--- src/rtl/ccgen_pkg.sv ---
package ccgen_pkg;

    localparam int unsigned LW = 32;

    typedef enum logic [2:0] {
        CC_OP_ADD = 3'd0,
        CC_OP_SUB = 3'd1,
        CC_OP_CMP = 3'd2,
        CC_OP_MOV = 3'd3,
        CC_OP_TST = 3'd4
    } cc_op_e;

    typedef enum logic [1:0] {
        SZ_BYTE  = 2'd0,
        SZ_WORD  = 2'd1,
        SZ_LONG  = 2'd2,
        SZ_MULTI = 2'd3
    } sz_e;

    typedef struct packed {
        logic n;
        logic z;
        logic v;
        logic c;
    } flags_t;

    localparam logic [2:0] TRAP_CODE_IOVF = 3'd1;

    // Zero every bit above the selected operand size.
    function automatic logic [LW-1:0] sz_mask(input logic [LW-1:0] x, input sz_e s);
        case (s)
            SZ_BYTE: sz_mask = {24'd0, x[7:0]};
            SZ_WORD: sz_mask = {16'd0, x[15:0]};
            default: sz_mask = x;
        endcase
    endfunction

    // Sign bit at the selected operand size.
    function automatic logic sz_sign(input logic [LW-1:0] x, input sz_e s);
        case (s)
            SZ_BYTE: sz_sign = x[7];
            SZ_WORD: sz_sign = x[15];
            default: sz_sign = x[LW-1];
        endcase
    endfunction

    // Sign-extend from the selected size to a full longword.
    function automatic logic [LW-1:0] sz_sext(input logic [LW-1:0] x, input sz_e s);
        case (s)
            SZ_BYTE: sz_sext = {{24{x[7]}}, x[7:0]};
            SZ_WORD: sz_sext = {{16{x[15]}}, x[15:0]};
            default: sz_sext = x;
        endcase
    endfunction

endpackage

--- src/rtl/ccgen_nz.sv ---
module ccgen_nz
    import ccgen_pkg::*;
#(
    parameter int unsigned NUM_LW = 4
) (
    input  cc_op_e                 op,
    input  sz_e                    size,
    input  logic [LW-1:0]          src_a,
    input  logic [LW-1:0]          src_b,
    input  logic [NUM_LW*LW-1:0]   result,
    output logic                   n_out,
    output logic                   z_out
);
    localparam int unsigned RW = NUM_LW * LW;

    // Running OR of the longwords, one stage per longword.
    logic [LW-1:0] lw_or [NUM_LW];

    genvar gi;
    generate
        for (gi = 0; gi < NUM_LW; gi++) begin : g_or
            if (gi == 0) begin : g_first
                assign lw_or[gi] = result[LW-1:0];
            end else begin : g_next
                assign lw_or[gi] = lw_or[gi-1] | result[gi*LW +: LW];
            end
        end
    endgenerate

    logic multi_zero;
    logic multi_neg;
    assign multi_zero = (lw_or[NUM_LW-1] == '0);
    assign multi_neg  = result[RW-1];

    always_comb begin
        if (op == CC_OP_CMP) begin
            n_out = $signed(sz_sext(src_a, size)) < $signed(sz_sext(src_b, size));
            z_out = sz_mask(src_a, size) == sz_mask(src_b, size);
        end else if (size == SZ_MULTI) begin
            n_out = multi_neg;
            z_out = multi_zero;
        end else begin
            n_out = sz_sign(result[LW-1:0], size);
            z_out = sz_mask(result[LW-1:0], size) == '0;
        end
    end

endmodule

--- src/rtl/ccgen_vc.sv ---
module ccgen_vc
    import ccgen_pkg::*;
(
    input  cc_op_e        op,
    input  sz_e           size,
    input  logic [LW-1:0] src_a,
    input  logic [LW-1:0] src_b,
    input  logic [LW-1:0] res_lo,
    input  logic          c_prev,
    output logic          v_out,
    output logic          c_out
);
    sz_e           esz;
    logic [LW-1:0] am, bm, rm;
    logic          sa, sb, sr;

    // Multi-longword arithmetic is judged at longword width.
    assign esz = (size == SZ_MULTI) ? SZ_LONG : size;
    assign am  = sz_mask(src_a, esz);
    assign bm  = sz_mask(src_b, esz);
    assign rm  = sz_mask(res_lo, esz);
    assign sa  = sz_sign(src_a, esz);
    assign sb  = sz_sign(src_b, esz);
    assign sr  = sz_sign(res_lo, esz);

    always_comb begin
        case (op)
            CC_OP_ADD: begin
                v_out = (sa == sb) && (sr != sa);
                c_out = rm < bm;
            end
            CC_OP_SUB: begin
                // result = src_b - src_a
                v_out = (sa != sb) && (sr == sa);
                c_out = bm < am;
            end
            CC_OP_CMP: begin
                v_out = 1'b0;
                c_out = am < bm;
            end
            CC_OP_MOV: begin
                v_out = 1'b0;
                c_out = c_prev;
            end
            default: begin
                v_out = 1'b0;
                c_out = 1'b0;
            end
        endcase
    end

endmodule

--- src/rtl/ccgen_trapword.sv ---
module ccgen_trapword
    import ccgen_pkg::*;
#(
    parameter int unsigned TW_W   = 8,
    parameter int unsigned PRIO_W = 5
) (
    input  logic            clk,
    input  logic            rst,
    input  logic            valid,
    input  logic            clr_traps,
    input  logic            ovf,
    input  logic            iov_en,
    input  logic [TW_W-1:0] tw_in,
    output logic [TW_W-1:0] tw_q
);
    localparam int unsigned CODE_W = TW_W - PRIO_W;

    logic [TW_W-1:0] base;
    logic [TW_W-1:0] tw_nxt;
    logic            post;

    assign post = valid && ovf && iov_en;
    assign base = clr_traps ? {{CODE_W{1'b0}}, tw_in[PRIO_W-1:0]} : tw_in;

    always_comb begin
        tw_nxt = base;
        if (post) tw_nxt = {TRAP_CODE_IOVF, base[PRIO_W-1:0]};
    end

    always_ff @(posedge clk) begin
        if (rst)                     tw_q <= '0;
        else if (valid || clr_traps) tw_q <= tw_nxt;
    end

    assert_post_code_R10: assert property (@(posedge clk) disable iff (rst)
        (valid && ovf && iov_en) |=> (tw_q[TW_W-1:PRIO_W] == TRAP_CODE_IOVF));

    assert_keep_prio_R10: assert property (@(posedge clk) disable iff (rst)
        (valid || clr_traps) |=> (tw_q[PRIO_W-1:0] == $past(tw_in[PRIO_W-1:0])));

    assert_clear_code_R11: assert property (@(posedge clk) disable iff (rst)
        (clr_traps && !(valid && ovf && iov_en)) |=> (tw_q[TW_W-1:PRIO_W] == '0));

    assert_hold_tw_R2: assert property (@(posedge clk) disable iff (rst)
        (!valid && !clr_traps) |=> $stable(tw_q));

endmodule

--- src/rtl/ccgen.sv ---
module ccgen
    import ccgen_pkg::*;
#(
    parameter int unsigned NUM_LW = 4
) (
    input  logic                 clk,
    input  logic                 rst,
    input  logic                 valid,
    input  logic                 clr_traps,
    input  logic [2:0]           op,
    input  logic [1:0]           size,
    input  logic [31:0]          src_a,
    input  logic [31:0]          src_b,
    input  logic [NUM_LW*32-1:0] result,
    input  logic [3:0]           cc_in,
    input  logic                 iov_en,
    input  logic [7:0]           tw_in,
    output logic [3:0]           cc_q,
    output logic [7:0]           tw_q
);
    cc_op_e op_e;
    sz_e    sz;
    flags_t nxt;
    flags_t prev;

    assign op_e = cc_op_e'(op);
    assign sz   = sz_e'(size);
    assign prev = flags_t'(cc_in);

    ccgen_nz #(.NUM_LW(NUM_LW)) nz_i (
        .op     (op_e),
        .size   (sz),
        .src_a  (src_a),
        .src_b  (src_b),
        .result (result),
        .n_out  (nxt.n),
        .z_out  (nxt.z)
    );

    ccgen_vc vc_i (
        .op     (op_e),
        .size   (sz),
        .src_a  (src_a),
        .src_b  (src_b),
        .res_lo (result[31:0]),
        .c_prev (prev.c),
        .v_out  (nxt.v),
        .c_out  (nxt.c)
    );

    ccgen_trapword #(.TW_W(8), .PRIO_W(5)) tw_i (
        .clk       (clk),
        .rst       (rst),
        .valid     (valid),
        .clr_traps (clr_traps),
        .ovf       (nxt.v),
        .iov_en    (iov_en),
        .tw_in     (tw_in),
        .tw_q      (tw_q)
    );

    always_ff @(posedge clk) begin
        if (rst)        cc_q <= '0;
        else if (valid) cc_q <= nxt;
    end

    assert_reset_R1: assert property (@(posedge clk)
        rst |=> (cc_q == 4'd0 && tw_q == 8'd0));

    assert_hold_cc_R2: assert property (@(posedge clk) disable iff (rst)
        !valid |=> $stable(cc_q));

    assert_nz_excl_R3: assert property (@(posedge clk) disable iff (rst)
        cc_q[3] |-> !cc_q[2]);

    assert_cmp_nov_R7: assert property (@(posedge clk) disable iff (rst)
        (valid && op == 3'd2) |=> !cc_q[1]);

    assert_mov_keepc_R8: assert property (@(posedge clk) disable iff (rst)
        (valid && op == 3'd3) |=> (cc_q[0] == $past(cc_in[0]) && !cc_q[1]));

    assert_tst_clear_R9: assert property (@(posedge clk) disable iff (rst)
        (valid && op == 3'd4) |=> (cc_q[1:0] == 2'b00));

endmodule

--- config.mk ---
export PLATFORM = sky130hd
export DESIGN_NAME = ccgen
export DESIGN_NICKNAME = d
export VERILOG_FILES = /design/src/rtl/ccgen_pkg.sv /design/src/rtl/ccgen_nz.sv /design/src/rtl/ccgen_vc.sv /design/src/rtl/ccgen_trapword.sv /design/src/rtl/ccgen.sv
export SDC_FILE = /design/constraint.sdc
export NUM_CORES = 1
export LEC_CHECK = 0
export BUFFER_PORTS_ARGS = -buffer_cell sky130_fd_sc_hd__buf_2
export CORE_MARGIN = 2
export CORE_UTILIZATION = 45
export CTS_BUF_LIST = sky130_fd_sc_hd__clkbuf_4 sky130_fd_sc_hd__clkbuf_8 sky130_fd_sc_hd__clkbuf_16
export CTS_CLUSTER_DIAMETER = 30
export DETAILED_ROUTE_END_ITERATION = 12
export GPL_TIMING_DRIVEN = 0
export HOLD_SLACK_MARGIN = 0.1
export PLACE_DENSITY = 0.81
export RECOVER_POWER = 50
export SLEW_MARGIN = 20
export SYNTH_ARGS = -nofsm -noshare
export SYNTH_HDL_FRONTEND = slang
export SYNTH_SLANG_ARGS = --single-unit
--- constraint.sdc ---
create_clock -name clk -period 6.49 [get_ports clk]
set_input_delay 1.298 -clock clk [delete_from_list [all_inputs] [get_ports clk]]
set_output_delay 1.298 -clock clk [all_outputs]
set_load 0.02 [all_outputs]
### After elaboration in Yosys (flattened, before gate mapping)

Index checks and enable logic that the tools add are counted.

| storage, ports and cells | value |
|---|---|
| flip-flop bits (word level) | 12 |
| input port bits | 214 |
| output and inout bits | 12 |
| word-level logic and storage cells | 57 |

| operators by class | value |
|---|---|
| magnitude comparators | 4 |
| equality and inequality tests | 11 |
| mux-type cells | 27 |
| bitwise gates (word level) | 3 |
| reduce and logical (&&, ||, !) cells | 10 |

Operator list:

| cell | number |
|---|---|
| 32-bit case mux with 2 select lines | 8 |
| 32-bit two-way mux | 6 |
| 32-bit < comparator | 4 |
| 32-bit OR | 3 |
| 32-bit logical NOT | 2 |
| 32-bit == test | 1 |
| 8-bit two-way mux | 2 |
| 1-bit case mux with 2 select lines | 5 |
| 3-bit by 2-bit == test with 1-bit output, second input constant | 2 |
| 2-bit by 1-bit == test with 1-bit output, second input constant | 2 |
| 1-bit logical AND | 4 |
| 2-bit logical NOT | 2 |
| 1-bit two-way mux | 4 |
| 1-bit case mux with 4 select lines | 1 |
| 3-bit by 1-bit == test with 1-bit output, second input constant | 1 |
| 3-bit logical NOT | 1 |
| 1-bit == test | 2 |
| 2-bit == test, second input constant | 1 |
| 2-bit two-way mux | 1 |
| 1-bit inequality test | 2 |
| 1-bit logical OR | 1 |

### Logic depth before layout (Yosys ltp)

Gate-level depths: netlist (run 1).

| depth | value |
|---|---|
| depth after elaboration | 10 |
| mapped depth | 13 |
| depth with buffers taken out | 11 |

### Modules after synthesis

A second synthesis (run 1) with hierarchy kept.

| second synthesis, totals | value |
|---|---|
| cell total of the unflattened synthesis | 587 |
| area, all modules | 4,206.5 um^2 |

Modules (own cells, without submodules):

| module | instances | cells each | area each (um^2) | seq. area each (um^2) |
|---|---|---|---|---|
| ccgen_vc | 1 | 270 | 1,991.9 | 0.0 |
| ccgen_nz | 1 | 267 | 1,744.2 | 0.0 |
| ccgen_trapword | 1 | 37 | 330.3 | 160.2 |
| ccgen | 1 | 13 | 140.1 | 80.1 |

### Worst setup path before layout (run 1)

Ideal clock, no wire load.

| timing path | value |
|---|---|
| kind | in2reg |
| start point | input port size[1] |
| end point | register cc_q[3] |
| setup time | 0.092 ns |
| data arrival time | 3.826 ns |
| data required time | 6.398 ns |
| slack | 2.572 ns |
| cell stages on the path | 13 |
| buffers on the path | 3 |
| cell sequence | clkbuf_1 -> clkbuf_1 -> nor3_1 -> clkbuf_1 -> a21oi_1 -> ha_1 -> a21o_1 -> a21o_1 -> a21oi_1 -> o31ai_1 -> a211oi_1 -> xor2_1 -> o32ai_1 |

| between the ends | value |
|---|---|
| cells in the longest elaborated chain, start to end | 5 |
| elaborated cells between the ends (all ways) | 11 |
| classes of those cells | 1 x order compare; 2 x eq/ne; 7 x mux; 1 x reduce/logical |

Ends and longest elaborated chain:

| element | line | text |
|---|---|---|
| start: declaration | ccgen.sv:11 | `input logic [1:0] size,` |
| 2-bit by 1-bit == test with 1-bit output or 2-bit logical NOT (tied branches) | ccgen_pkg.sv:40, ccgen_pkg.sv:49 |  |
| 32-bit case mux with 2 select lines | ccgen_pkg.sv:49 | `case (s)` |
| 32-bit two-way mux | ccgen_nz.sv:36 | `if (op == CC_OP_CMP) begin` |
| 32-bit < comparator | ccgen_nz.sv:37 | `n_out = $signed(sz_sext(src_a, size)) < $signed(sz_sext(src_b, size));` |
| 1-bit two-way mux (*) | ccgen_nz.sv:36 |  |
| end signal: assignment | ccgen.sv:64 | `else if (valid) cc_q <= nxt;` |
| end: declaration | ccgen.sv:18 | `output logic [3:0] cc_q,` |

Mark *: on every way between the ends. The rest lies on a longest branch, timed or not. The select of a mux whose other input is x is not followed.
A chain may end at the register's enable or synchronous reset.

### Final worst setup path (run 1)

Ends and elaborated chain as after synthesis.

==> out/qor.yml, run 1 <==
timing:
  post-route-period-util: 0.708
  finalSetupViolations: 0
  clock.fmax_ghz: 0.218
  setup_tns_ns: 0
  rsz0062_at_grt: "no"
  drv_slew: 0
  tightest_slew_ns: 0.821
  finalHoldViolCount: 0
  slew_headroom: 0.449
  skew_ns: 0
  period_needed_ns: 4.60
grt:
  grt_antenna_before_repair: 1
  grt_pass1_wl_mm: 25.5
  grt_max_degree: 11
  grt_pass1_vias: 5551
  grt_usage: 0.320
  grt-ovfl-total: 0
logic_synthesis:
  syn_avg_cell_area_um2: 6.79
  ys_seq_area_frac: 0.0586
  ys.flop_type: "dfxtp_1"
  ys_warn_count: 0
  syn_nets: 907
  async_flop_share: 0
  synth_edf_count: 0
  ys_seq_elements: 12
  synth_cell_types: 55
  synthCells: 604
  synth_area_um2: 4100
cells_and_area:
  drive_above_1_share: 0.264
  area_growth_pct: 31.1
  fillers: 879
  layout_commonest_cell: "buf_2"
  final_util: 0.613
  layout.nets: 1131
  mostFrequentLayoutCells: "208 x buf_2, 89 x ha_1, 73 x nand2_1"
floorplanning:
  dieWidth_um: 99.5
  ios: 226
  rows: 34
  start_util: 0.468
  fp.dieH_um: 99.5
  coreArea_um2: 8760
  die-area_um2: 9890
drt:
  dr.pass1.iters: 6
  routed_wirelength_mm: 16.5
  ant_nets: 0
  drt-wirelength-per-cell_um: 17.6
  vias: 5507
  drtIter0Drc: 227
  viasPerCell: 5.88
  drc_errors: 0
pwr:
  power.density_nw_per_um2: 95.2
  p_leak_nw: 2.82
  ir_drop_v: 0.0000532
setup_path:
  criticalPathCategory: "in2reg"
  crit_fanout: 10
  cp.required_ns: 6.60
  critPathLaunchType: "primary input"
  cp.arrival_ns: 4.71
  critPathCaptureType: "flop"
placed_design:
  routabilityCongestion: 0.990
  numPortBuffers: 219
  hpwl_mm: 14.7
clock_tree:
  clk_path_buf_depth: 2
  cts_tree: "done"
  cts_setup_buffers: 0
  clk_latency_ns: 0.24
  clockRootBuffer: "clkbuf_8"
  cts_resized: 0
  cts-htree-levels: 1
  cts_sinks: 12
  holdBufCountCts: 0
  cts-buffers-inserted: 3
  path_clk_slew_ns: 0.06
worst_hold_path:
  min_path_type: "reg2reg"
status:
  status: "finished clean"
run:
  cap_violations: 0
==> report_power, final <==
| group | internal (mW) | switching [mW] | total [mW] |
|---|---|---|---|
| sequential | 0.0780 | 0.00231 | 0.0803 |
| combinational | 0.154 | 0.196 | 0.349 |
| clock | 0.0535 | 0.0280 | 0.0816 |
==> metal layers <==
| layer | global-route usage | wire (um) | vias to the layer above |
|---|---|---|---|
| met5 | 0 | 0 | - |
| met4 | 0.168 | 901 | 0 |
| met3 | 0.0316 | 1010 | 60 |
| met2 | 0.636 | 8840 | 276 |
| met1 | 0.325 | 5740 | 2527 |
| li1 | - | - | 2644 |
==> synth_stat cells (2+ instances only) <==
cell type,n,share of area
and4_1,3,0.0064
mux2i_1,2,0.0049
nor2b_1,7,0.011
xnor2_1,8,0.017
nand2_1,73,0.067
a31oi_1,5,0.0076
buf_1,3,0.0027
o21ai_0,42,0.051
nand2b_1,4,0.0061
dfxtp_1,12,0.059
o221ai_1,2,0.0043
a211o_1,3,0.0064
nor3_1,13,0.016
a21o_1,9,0.016
o31ai_1,3,0.0055
o211ai_1,7,0.013
nor2_1,27,0.025
inv_1,60,0.055
nor4b_1,2,0.0043
xor2_1,19,0.041
a2111oi_0,2,0.0043
clkbuf_1,16,0.015
a21oi_1,56,0.068
o21a_1,4,0.0073
a211oi_1,5,0.0092
ha_1,89,0.27
and2_1,30,0.046
or4_1,4,0.0073
nor4_1,32,0.049
nor3b_1,2,0.0037
nand3_1,15,0.018
or2_2,2,0.0031
nand4_1,18,0.027
a221oi_1,3,0.0064
mux2_2,2,0.0055
==> cell type report <==
cell class	instances	area, um2	area share
plain buffers	21	87.6	0.0163
clock buffers	4	55.1	0.0102
multi-input cells	510	3540	0.659
repair buffers	219	1080	0.201
inverters	61	229	0.0426
well taps	108	135	0.0251
flip-flops and latches	12	240	0.0447
diodes	1	2.50	0.000466
==> stage by stage <==
stage / std cells / setup slack [ns] / area [um2] / power (mW) / hold WS [ns]
2_1_floorplan: 604 / 2.57 / 4100 / 0.281 / 0.530
3_3_place_gp: 931 / 1.81 / 5330 / 0.413 / 0.437
3_5_place_dp: 931 / 1.74 / 5330 / 0.426 / 0.445
4_1_cts: 935 / 1.99 / 5390 / 0.509 / 0.452
5_1_grt: 936 / 1.60 / 5370 / 0.558 / 0.490
6_report: 936 / 1.89 / 5370 / 0.511 / 0.456
==> cell families after synthesis <==
kind of cell	Yosys count	share of synthesized area
buffers and inverters	82	0.0772
and+or+nand+nor	237	0.299
muxes	4	0.0104
adders and majority gates	89	0.272
DFF	12	0.0586
xor gates and xnor gates	27	0.0577
AOI/OAI and AO/OA	153	0.226
==> worst paths after layout <==
path | slack [ns] | cells after the start | end | startpoint
worst max-delay path | 1.89 | 14 | cc_q[3] | size[1]
worst min-delay path | 0.46 | 2 | tw_i.tw_q[4] | tw_i.tw_q[4]
worst max register to register | 5.66 | 2 | cc_q[0] | cc_q[0]
worst min register to register | 0.46 | 2 | tw_i.tw_q[4] | tw_i.tw_q[4]
==> registers in the layout, summed over array words and instances (netlist names) <==
signal,flops
cc_q,4
tw_i.tw_q,8
==> worst max-delay path, cell delays in order <==
cell,delay [ns]
buf_2,0.12
clkbuf_1,0.23
clkbuf_1,0.31
nor3_1,0.75
clkbuf_1,0.43
a21oi_1,0.10
ha_1,0.32
nand4_1,0.12
nor3_1,0.26
inv_1,0.07
nor3_1,0.32
nand3_1,0.13
a31oi_1,0.15
o32ai_1,0.09
(Power assumes the default switching activity.)
==> run 2: changes to the inputs <==
- clock period: 6.49 -> 4.3 ns (I/O delays scaled with it)
==> run 2 against run 1 <==
Effect of this change: sequential cell count did not move; hold slack did not move; first-iteration DRC count rose by 2.2%; final area barely moved; combinational power rose by 51%; clock skew did not move; wire length barely moved; utilization rose by 0.057 points.
==> out/qor.yml, run 2 (synthesized netlist as in run 1, its figures left out) <==
pwr:
  p_int_mw: 0.430
  seq_power_share: 0.157
  ir_drop_v: 0.0000800
  switching_share: 0.442
  switching_power_mw: 0.341
  p_clk_frac: 0.159
  pwr-share-comb: 0.684
  power.density_nw_per_um2: 143
  p_leak_nw: 2.83
setup_path:
  crit_top_cell: "clkbuf_1"
  slowest_delay_ns: 0.47
  slowest_stage: "clkbuf_1"
  cp_cell_sequence: "buf_2, clkbuf_1, clkbuf_1, clkbuf_1, clkbuf_1, nand2_1, ha_1, and4_1, nand2_1, o211ai_1, o21ai_0, nand2_1, o31a_1, a211o_1"
  criticalPathCategory: "in2reg"
  path_delay_family: "buffers and inverters"
  critPathLaunchType: "primary input"
  reg2reg_slack_ns: 3.47
  cp.buffers_inverters: 5
  crit_fanout: 10
  cp.arrival_ns: 4.19
  critPathCaptureType: "flop"
  cp.required_ns: 4.43
placed_design:
  hpwl_mm: 14.7
  pre_cts_ws_ns: -0.0112
  numPortBuffers: 219
  placed_cell_area_um2: 5330
  routabilityCongestion: 0.990
cells_and_area:
  largest_reg_flops: 8
  design_area_um2: 5380
  largest_register: "tw_i.tw_q"
  final_util: 0.614
  layout.nets: 1131
  layout_commonest_cell: "buf_2"
  mostFrequentLayoutCells: "208 x buf_2, 89 x ha_1, 73 x nand2_1"
  largestRegisters: "tw_i.tw_q: 8 flops, cc_q: 4 flops"
  drive_above_1_share: 0.265
  area_growth_pct: 31.2
drt:
  drc_errors: 0
  dr.pass1.iters: 5
  drtIter0Drc: 232
  drt-wirelength-per-cell_um: 17.6
  viasPerCell: 5.88
  vias: 5507
  routed_wirelength_mm: 16.5
  ant_nets: 0
timing:
  rsz0062_at_grt: "no"
  post-route-period-util: 0.944
  drv_slew: 0
  tightest_slew_ns: 0.688
  hold_slack_ns: 0.456
  slew_headroom: 0.537
  finalSetupViolations: 0
  skew_ns: 0
  finalHoldViolCount: 0
  setup_tns_ns: 0
  clock.fmax_ghz: 0.246
  period_needed_ns: 4.06
  layout_setup_ws_ns: 0.242
floorplanning:
  fp.dieH_um: 99.5
  die-area_um2: 9890
  coreArea_um2: 8760
  ios: 226
  rows: 34
  start_util: 0.468
  dieWidth_um: 99.5
run:
  cap_violations: 0
grt:
  grt_pass1_wl_mm: 25.5
  grt_antenna_before_repair: 1
  grt_pass1_vias: 5551
  grt-ovfl-total: 0
  grt_max_degree: 11
  grt_usage: 0.320
worst_hold_path:
  min_path_type: "reg2reg"
clock_tree:
  cts-htree-levels: 1
  cts_tree: "done"
  path_clk_slew_ns: 0.06
  clockRootBuffer: "clkbuf_8"
  cts-buffers-inserted: 3
  clk_latency_ns: 0.24
  cts_sinks: 12
  clk_path_buf_depth: 2
  cts_setup_buffers: 0
status:
  status: "finished clean"
[run 2: area by class of cell]
cell class                 instances  area (um2)
fill                             878        3380
buffer                            21        87.6
sequential                        12         240
tap                              108         135
antenna                            1        2.50
clock buffer                       4        55.1
inverter                          61         229
timing repair buffer             219        1080
multi-input combinational        510        3550
[run 2: power groups by stage]
stage	clock [mW]	combinational, mW	sequential (mW)
after CTS	0.124	0.524	0.121
after detailed placement	0	0.520	0.123
after global routing	0.132	0.590	0.122
after global placement	0	0.500	0.123
after floorplan	0	0.293	0.131
final	0.123	0.528	0.121
[run 2: worst register-to-register path: stages (launching register included)]
cell     delay [ns]
dfxtp_1        0.31
nor3b_1        0.15
a211o_1        0.26
[run 2: repair_timing]
| item | in CTS | in global routing |
|---|---|---|
| endpoints found under the hold margin | 0 | 0 |
| hold buffers | 0 | 0 |
| gates resized for setup | 0 | 1 |
| endpoints found under the setup margin | 0 | 1 |
[run 2: final timing paths]
path	startpoint	to	cells past startpoint
worst max-delay path	size[1]	cc_q[0]	14
worst min-delay path	tw_i.tw_q[4]	tw_i.tw_q[4]	2
worst max register to register	cc_q[0]	cc_q[0]	2
worst min register to register	tw_i.tw_q[4]	tw_i.tw_q[4]	2
[run 2: through the flow]
step	cells	power [mW]
after CTS	935	0.768
after detailed placement	931	0.644
after floorplan	604	0.424
after global routing	936	0.843
after global placement	931	0.623
final	936	0.772
[run 2: metal layers]
metal  track usage  vias up  part of all wire  wire, um
met5             0        -                 0         0
met4         0.168        0             0.060       994
met3        0.0316       71             0.065      1070
met2         0.636      278              0.53      8750
met1         0.325     2514              0.34      5670
li1              -     2644                 -         -
==> run 3: changes to the inputs <==
- CTS_CLUSTER_SIZE: unset -> 8
- RECOVER_POWER: 50 -> 100
==> run 3 against run 2 <==
Effect of this change: total power barely moved; die area did not move; register-to-register slack barely moved; sequential power barely moved; non-clock buffer count did not move; wire length rose by 0.12%; critical path type unchanged; critical endpoint unchanged; largest cell class unchanged; highest routed layer unchanged.
==> out/qor.yml, run 3 (synthesized netlist as in run 1, its figures left out) <==
placed_design:
  numPortBuffers: 219
  placed_cell_area_um2: 5330
  routabilityCongestion: 0.990
  hpwl_mm: 14.7
timing:
  skew_ns: 0
  finalHoldViolCount: 0
  hold_slack_ns: 0.456
  setup_tns_ns: 0
  clock.fmax_ghz: 0.247
  tightest_slew_ns: 0.688
  slew_headroom: 0.537
  drv_slew: 0
  rsz0062_at_grt: "no"
  period_needed_ns: 4.05
  post-route-period-util: 0.943
  finalSetupViolations: 0
cells_and_area:
  layout.nets: 1131
  largest_reg_flops: 8
  area_growth_pct: 31.1
  largest_register: "tw_i.tw_q"
  drive_above_1_share: 0.262
  final_util: 0.614
  mostFrequentLayoutCells: "206 x buf_2, 89 x ha_1, 73 x nand2_1"
  layout_commonest_cell: "buf_2"
  largestRegisters: "tw_i.tw_q: 8 flops, cc_q: 4 flops"
  design_area_um2: 5380
floorplanning:
  coreArea_um2: 8760
  dieWidth_um: 99.5
  ios: 226
  start_util: 0.468
  die-area_um2: 9890
  rows: 34
  fp.dieH_um: 99.5
grt:
  grt_max_degree: 11
  grt_usage: 0.320
  grt-ovfl-total: 0
  grt_pass1_vias: 5551
  grt_antenna_before_repair: 1
  grt_pass1_wl_mm: 25.5
setup_path:
  criticalPathCategory: "in2reg"
  reg2regPathDepth: 2
  critPathCaptureType: "flop"
  critPathLaunchType: "primary input"
  cp.required_ns: 4.43
  cp.arrival_ns: 4.18
  crit_fanout: 10
pwr:
  ir_drop_v: 0.0000800
  p_leak_nw: 2.82
  power.density_nw_per_um2: 144
  power_mw: 0.772
drt:
  dr.pass1.iters: 5
  drt-wirelength-per-cell_um: 17.6
  vias: 5522
  drc_errors: 0
  ant_nets: 0
  drtIter0Drc: 236
  viasPerCell: 5.90
  routed_wirelength_mm: 16.5
run:
  cap_violations: 0
worst_hold_path:
  whs_path_depth: 2
  min_path_type: "reg2reg"
clock_tree:
  clk_latency_ns: 0.24
  cts-htree-levels: 1
  cts-buffers-inserted: 3
  clk_path_buf_depth: 2
  cts_setup_buffers: 0
  cts_sinks: 12
  path_clk_slew_ns: 0.06
  cts_tree: "done"
  clockRootBuffer: "clkbuf_8"
status:
  status: "finished clean"
## run 3: cell types whose count changed in the layout (fill, tap and decap cells not counted)
cell,previous run,this run
buf_2,208,206
clkbuf_1,28,30
## run 3: worst paths after layout
check | start | endpoint | slack, ns
max | size[1] | cc_q[0] | 0.25
min | tw_i.tw_q[4] | tw_i.tw_q[4] | 0.46
max reg2reg | cc_q[0] | cc_q[0] | 3.47
min reg2reg | tw_i.tw_q[4] | tw_i.tw_q[4] | 0.46
## run 3: critical path: stages
cell and delay, ns:
buf_2 0.10, clkbuf_1 0.36, clkbuf_1 0.46, clkbuf_1 0.35, clkbuf_1 0.37, nand2_1 0.11
ha_1 0.31, and4_1 0.24, nand2_1 0.08, o211ai_1 0.08, o21ai_0 0.21, nand2_1 0.08
o31a_1 0.28, a211o_1 0.27
## run 3: through the flow
step | std cells | setup WS (ns)
floorplan | 604 | 0.820
global placement | 931 | 0.0596
detailed placement | 931 | -0.0112
CTS | 935 | 0.238
global route | 936 | 0.0157
finish | 936 | 0.245
## run 3: repair_timing
action / CTS / global route
hold buffers: 0 / 0
setup endpoints to repair: 0 / 1
gates resized for setup: 0 / 1
## run 3: layer usage
layer	global-route usage	routed length, um
met1	0.325	5670
met4	0.168	983
met2	0.636	8770
met3	0.0316	1080
met5	0	0
## run 3: layout make-up
class	count	area, um2
Multi-Input combinational cell	510	3550
Fill cell	878	3390
Timing Repair Buffer	219	1080
Sequential cell	12	240
Inverter	61	229
Tap cell	108	135
Buffer	21	86.3
Clock buffer	4	55.1
Antenna cell	1	2.50
## run 3: where the power goes
part	switching, mW	internal (mW)
Clock	0.0420	0.0808
Combinational	0.296	0.232
Sequential	0.00349	0.118
